<file path="config.mk">
export PLATFORM = sky130hd
export DESIGN_NAME = tx_testpat_gen
export DESIGN_NICKNAME = d
export VERILOG_FILES = /design/src/rtl/tpg_pkg.sv /design/src/rtl/tpg_lfsr.sv /design/src/rtl/tpg_fixed.sv /design/src/rtl/tpg_out.sv /design/src/rtl/tx_testpat_gen.sv
export SDC_FILE = /design/constraint.sdc
export NUM_CORES = 1
export LEC_CHECK = 0
export BUFFER_PORTS_ARGS = -buffer_cell sky130_fd_sc_hd__buf_2
export CORE_UTILIZATION = 62
export DETAILED_ROUTE_END_ITERATION = 10
export HOLD_SLACK_MARGIN = 0.02
export MAX_ROUTING_LAYER = met4
export PLACE_DENSITY = 0.8
export SLEW_MARGIN = 20
export SYNTH_ARGS = -nofsm -noshare
export SYNTH_HDL_FRONTEND = slang
export SYNTH_HIERARCHICAL = 1
export SYNTH_SLANG_ARGS = --single-unit
</file>
<file path="constraint.sdc">
create_clock -name clk -period 3.6 [get_ports clk]
set_input_delay 0.54 -clock clk [delete_from_list [all_inputs] [get_ports clk]]
set_output_delay 0.54 -clock clk [all_outputs]
set_load 0.03 [all_outputs]
</file>
<file path="src/rtl/tpg_pkg.sv">
package tpg_pkg;

    localparam int WORD_W   = 20;
    localparam int SYM_W    = 10;
    localparam int NUM_SYM  = 4;
    localparam int NUM_PRBS = 4;
    localparam int MODE_W   = 3;

    typedef enum logic [MODE_W-1:0] {
        PAT_PRBS7    = 3'd0,
        PAT_PRBS15   = 3'd1,
        PAT_PRBS23   = 3'd2,
        PAT_PRBS31   = 3'd3,
        PAT_SQ_LONG  = 3'd4,
        PAT_SQ_SHORT = 3'd5,
        PAT_CMPL     = 3'd6,
        PAT_IDLE     = 3'd7
    } pat_mode_e;

    // Word handed to the output stage together with its modifiers.
    typedef struct packed {
        logic [WORD_W-1:0] data;
        logic              err;
        logic              inv;
    } out_req_t;

    // Register length of each PRBS engine.
    function automatic int prbs_len(input int k);
        case (k)
            0:       return 7;
            1:       return 15;
            2:       return 23;
            default: return 31;
        endcase
    endfunction

    // Inner feedback tap of each PRBS engine.
    function automatic int prbs_tap(input int k);
        case (k)
            0:       return 6;
            1:       return 14;
            2:       return 18;
            default: return 28;
        endcase
    endfunction

    // Compliance symbols written as sent, leftmost character first.
    function automatic logic [SYM_W-1:0] cmpl_symbol(input int idx);
        case (idx % NUM_SYM)
            0:       return 10'b0011111010;
            1:       return 10'b1010101010;
            2:       return 10'b1100000101;
            default: return 10'b0101010101;
        endcase
    endfunction

endpackage

</file>
<file path="src/rtl/tpg_lfsr.sv">
module tpg_lfsr #(
    parameter int LEN = 7,
    parameter int TAP = 6,
    parameter int W   = 20
) (
    input  logic         clk,
    input  logic         rst,
    input  logic         restart,
    output logic [W-1:0] word_o
);

    // hist[k] holds the bit sent k+1 positions before the next one.
    logic [LEN-1:0] hist_q;
    logic [LEN-1:0] hist_cur;
    logic [LEN-1:0] hist_nxt;

    always_comb begin
        logic fb;
        hist_cur = restart ? {LEN{1'b1}} : hist_q;
        hist_nxt = hist_cur;
        word_o   = '0;
        for (int i = 0; i < W; i++) begin
            fb        = hist_nxt[LEN-1] ^ hist_nxt[TAP-1];
            word_o[i] = fb;
            hist_nxt  = {hist_nxt[LEN-2:0], fb};
        end
    end

    always_ff @(posedge clk) begin
        if (rst) begin
            hist_q <= {LEN{1'b1}};
        end else begin
            hist_q <= hist_nxt;
        end
    end

endmodule

</file>
<file path="src/rtl/tpg_fixed.sv">
module tpg_fixed
    import tpg_pkg::*;
#(
    parameter int W = WORD_W
) (
    input  logic         clk,
    input  logic         rst,
    input  logic         restart,
    output logic [W-1:0] long_o,
    output logic [W-1:0] short_o,
    output logic [W-1:0] cmpl_o
);

    localparam int HALF      = W / 2;
    localparam int SYM_PER_W = W / SYM_W;

    logic phase_q;
    logic phase_cur;

    assign phase_cur = restart ? 1'b0 : phase_q;

    always_comb begin
        logic [SYM_W-1:0] sym;
        int               sidx;
        long_o  = '0;
        short_o = '0;
        cmpl_o  = '0;
        for (int i = 0; i < W; i++) begin
            long_o[i]  = (i < HALF);
            short_o[i] = ((i % 2) == 0);
            sidx       = int'(phase_cur) * SYM_PER_W + i / SYM_W;
            sym        = cmpl_symbol(sidx);
            cmpl_o[i]  = sym[SYM_W-1-(i % SYM_W)];
        end
    end

    always_ff @(posedge clk) begin
        if (rst) begin
            phase_q <= 1'b0;
        end else begin
            phase_q <= ~phase_cur;
        end
    end

endmodule

</file>
<file path="src/rtl/tpg_out.sv">
module tpg_out
    import tpg_pkg::*;
(
    input  logic              clk,
    input  logic              rst,
    input  out_req_t          req_i,
    output logic [WORD_W-1:0] dout_o
);

    logic [WORD_W-1:0] err_mask;

    assign err_mask = {{(WORD_W-1){1'b0}}, req_i.err};

    always_ff @(posedge clk) begin
        if (rst) begin
            dout_o <= '0;
        end else begin
            dout_o <= (req_i.data ^ err_mask) ^ {WORD_W{req_i.inv}};
        end
    end

endmodule

</file>
<file path="src/rtl/tx_testpat_gen.sv">
module tx_testpat_gen
    import tpg_pkg::*;
(
    input  logic                       clk,
    input  logic                       rst,
    input  logic [tpg_pkg::MODE_W-1:0] mode_i,
    input  logic                       err_inj_i,
    input  logic                       inv_i,
    output logic [tpg_pkg::WORD_W-1:0] dout_o
);

    pat_mode_e         mode_q;
    pat_mode_e         mode_cur;
    logic              restart;
    logic [WORD_W-1:0] prbs_word [NUM_PRBS];
    logic [WORD_W-1:0] long_word;
    logic [WORD_W-1:0] short_word;
    logic [WORD_W-1:0] cmpl_word;
    out_req_t          req;

    assign mode_cur = pat_mode_e'(mode_i);
    assign restart  = (mode_cur != mode_q);

    always_ff @(posedge clk) begin
        mode_q <= mode_cur;
    end

    for (genvar g = 0; g < NUM_PRBS; g++) begin : g_prbs
        tpg_lfsr #(
            .LEN (prbs_len(g)),
            .TAP (prbs_tap(g)),
            .W   (WORD_W)
        ) u_lfsr (
            .clk     (clk),
            .rst     (rst),
            .restart (restart),
            .word_o  (prbs_word[g])
        );
    end

    tpg_fixed #(
        .W (WORD_W)
    ) u_fixed (
        .clk     (clk),
        .rst     (rst),
        .restart (restart),
        .long_o  (long_word),
        .short_o (short_word),
        .cmpl_o  (cmpl_word)
    );

    always_comb begin
        req.err = err_inj_i;
        req.inv = inv_i;
        unique case (mode_cur)
            PAT_PRBS7:    req.data = prbs_word[0];
            PAT_PRBS15:   req.data = prbs_word[1];
            PAT_PRBS23:   req.data = prbs_word[2];
            PAT_PRBS31:   req.data = prbs_word[3];
            PAT_SQ_LONG:  req.data = long_word;
            PAT_SQ_SHORT: req.data = short_word;
            PAT_CMPL:     req.data = cmpl_word;
            default:      req.data = '0;
        endcase
    end

    tpg_out u_out (
        .clk    (clk),
        .rst    (rst),
        .req_i  (req),
        .dout_o (dout_o)
    );

endmodule

</file>
==> run metrics <==
CP required 3840 ps; Final Skew 16.0 ps; final hold slack 410 ps; Mapped Area 5890 um2; largest net degree at the start of global routing 60; CTS tree done; multi-input logic area 3250 um2; Slew headroom 0.421; initial antenna violation count 0; metal2 WL 5330 um; GP Congestion 0.919; register area 2000 um2; Slowest-stage cell, CP nand3_4; TritonCTS buffer count 9; CP Depth 10; n_diodes 0; Crit path max-delay family buffers and inverters; Hold Fails Final Rpt 0; clk sink count 100; Ports 27; starting DRC count in detailed routing 301; met3 wire length 636 um; Fmax 376 MHz; Core ar. 9240 um2; DRC viols 0; Worst Hold Class register to register; Layout fillers 750; peak per-stage delay on the critical path 410 ps; Worst Path Class, Setup input port to register; Clock Latency Late Sink 380 ps; Syn Area/Cell 9.09 um2; GRT Util Overall 0.255; FP Rows 35; Die W 99.5 um; Worst Hold Depth 1; Seq/Total Area, Yosys 0.340; first-pass GRT wire length 18900 um; Post-Route Setup TNS 0 ps; crit path capture type register; status finished clean; number of synthesized register bits 100; LEAKAGE 2.27 nW; Starting Density 0.637; Vias 4059; final WL 11800 um; Final nets 629; uppermost routed layer met4; Clock Path Buffers 2; yosys warns 6; Routed wire per std cell 15.6 um; final setup vio count 0; RSZ-0062 raised after global routing false; grt total ovfl 0; max_cap viols 0; crit start category input port; Critical Path, Cell by Cell buf_2 -> xnor2_1 -> nand3_4 -> buf_4 -> nor2_1 -> mux2i_1 -> o21a_1 -> a221oi_2 -> xnor2_1 -> nor2_1; library cells used by synthesis 41; Pwr Density 450 nW/um2; H-Tree Depth 3; layout cells sized above 1 0.120; WP buf/inv 2; IO buf count 26; Mapped Cells 648; full die area 9890 um2; hold buffers post-CTS 0; Register-to-Register Path Depth 9; CTS resizes 0; Final ANT Viol Nets 0; hpwl dp 8630 um; first-pass iteration count of the detailed router 5; worst vdd ir 0.000250 V; ratio of final minimum period to clock period 0.740; WP data arrival 2900 ps; area delta synth->final -0.255%; Worst-Margin Slew 867 ps; M1 WL 5500 um; Die Y 99.5 um; worst-path maximum fanout 41; post-CTS setup buffer count 0; Max Slew Vio Count 0; Clk Tree Root Cell clkbuf_8; Via-to-Cell Ratio 5.37; crit path time final 2660 ps; clock-pin slew on the worst setup and hold paths 90 ps; number of global-route vias before repair 3699
==> cells by family (layout without fill, tap and decap cells) <==
family          Yosys count  in the layout  synth area share
mux                      42             42            0.0765
buf+inv                 118             59             0.134
simple gates            172            172             0.139
other cells               2             40           0.00128
xor+xnor                104            104             0.170
flops                   100            100             0.340
compound gates          110            110             0.140
==> metal layers <==
metal,up-vias,GRT usage
li1,2008,-
met1,1885,0.336
met2,139,0.386
met3,27,0.0365
met4,0,0.119
met5,-,-
==> sequential cells by signal (all words and copies together) (netlist names) <==
name	flops
u_out/dout_o	20
g_prbs.u_lfsr/hist_q	76
mode_q	3
u_fixed/phase_q	1
==> through the flow <==
step           setup slack [ps]  power (mW)  cell area, um2   util  instances
2_1_floorplan               675        1.77            6030      -        686
3_3_place_gp                681        1.83            5640  0.611        740
3_5_place_dp                609        1.84            5640  0.611        740
4_1_cts                     994        2.64            5870  0.636        756
5_1_grt                     833        2.74            5870  0.636        756
6_report                    937        2.64            5870  0.636        756
==> path summary, 6_finish.rpt <==
kind / from / end / slack [ps]
min: g_prbs[3].u_lfsr/hist_q[0] / g_prbs[3].u_lfsr/hist_q[20] / 410
max: mode_i[0] / u_out/dout_o[5] / 940
max reg2reg: mode_q[1] / u_out/dout_o[5] / 1040
min reg2reg: g_prbs[3].u_lfsr/hist_q[0] / g_prbs[3].u_lfsr/hist_q[20] / 410
==> power breakdown <==
| group | internal, mW | total, mW | switching (mW) |
|---|---|---|---|
| clock | 0.404 | 0.819 | 0.415 |
| sequential | 1.19 | 1.25 | 0.0626 |
| combinational | 0.245 | 0.572 | 0.328 |
==> layout make-up <==
| type | count | area share |
|---|---|---|
| Sequential cell | 100 | 0.341 |
| Multi-Input combinational cell | 468 | 0.554 |
| Inverter | 8 | 0.00511 |
| Clock inverter | 7 | 0.0181 |
| Clock buffer | 9 | 0.0211 |
| Tap cell | 129 | 0.0275 |
| Timing Repair Buffer | 35 | 0.0337 |
==> layout by cell type (no fill, tap or decap), drive strengths merged <==
master,n
or2,4
or3,22
a2111oi,1
mux2i,18
o32ai,7
nand3,1
a22o,7
nand2,15
clkbuf,9
nand2b,6
dfxtp,100
a221oi,1
a22oi,12
inv,11
nor2,104
conb,40
nand3b,1
xnor3,4
xnor2,100
a21oi,12
buf,35
o21a,1
o21bai,57
and3b,1
nor3,1
nor2b,3
o211ai,12
nor3b,14
mux2,24
bufinv,2
clkinv,2
==> Yosys cell counts (all sizes together) <==
library cell	instances	area (um2)
conb	2	7.51
nor2	104	393
mux2i	18	180
a21oi	12	60.1
a22o	7	61.3
and3b	1	8.76
a22oi	12	90.1
nand3	1	5.00
nand3b	1	7.51
o21bai	57	428
mux2	24	270
clkbuf	17	68.8
inv	8	30.0
nor3	1	5.00
o211ai	12	90.1
o21a	1	7.51
a2111oi	1	8.76
nor3b	14	116
a221oi	1	15.0
dfxtp	100	2000
buf	93	691
nor2b	3	18.8
o32ai	7	61.3
xnor3	4	90.1
nand2b	6	45.0
or2	4	25.0
nand2	15	56.3
or3	22	138
xnor2	100	910
(Power assumes the default switching activity.)
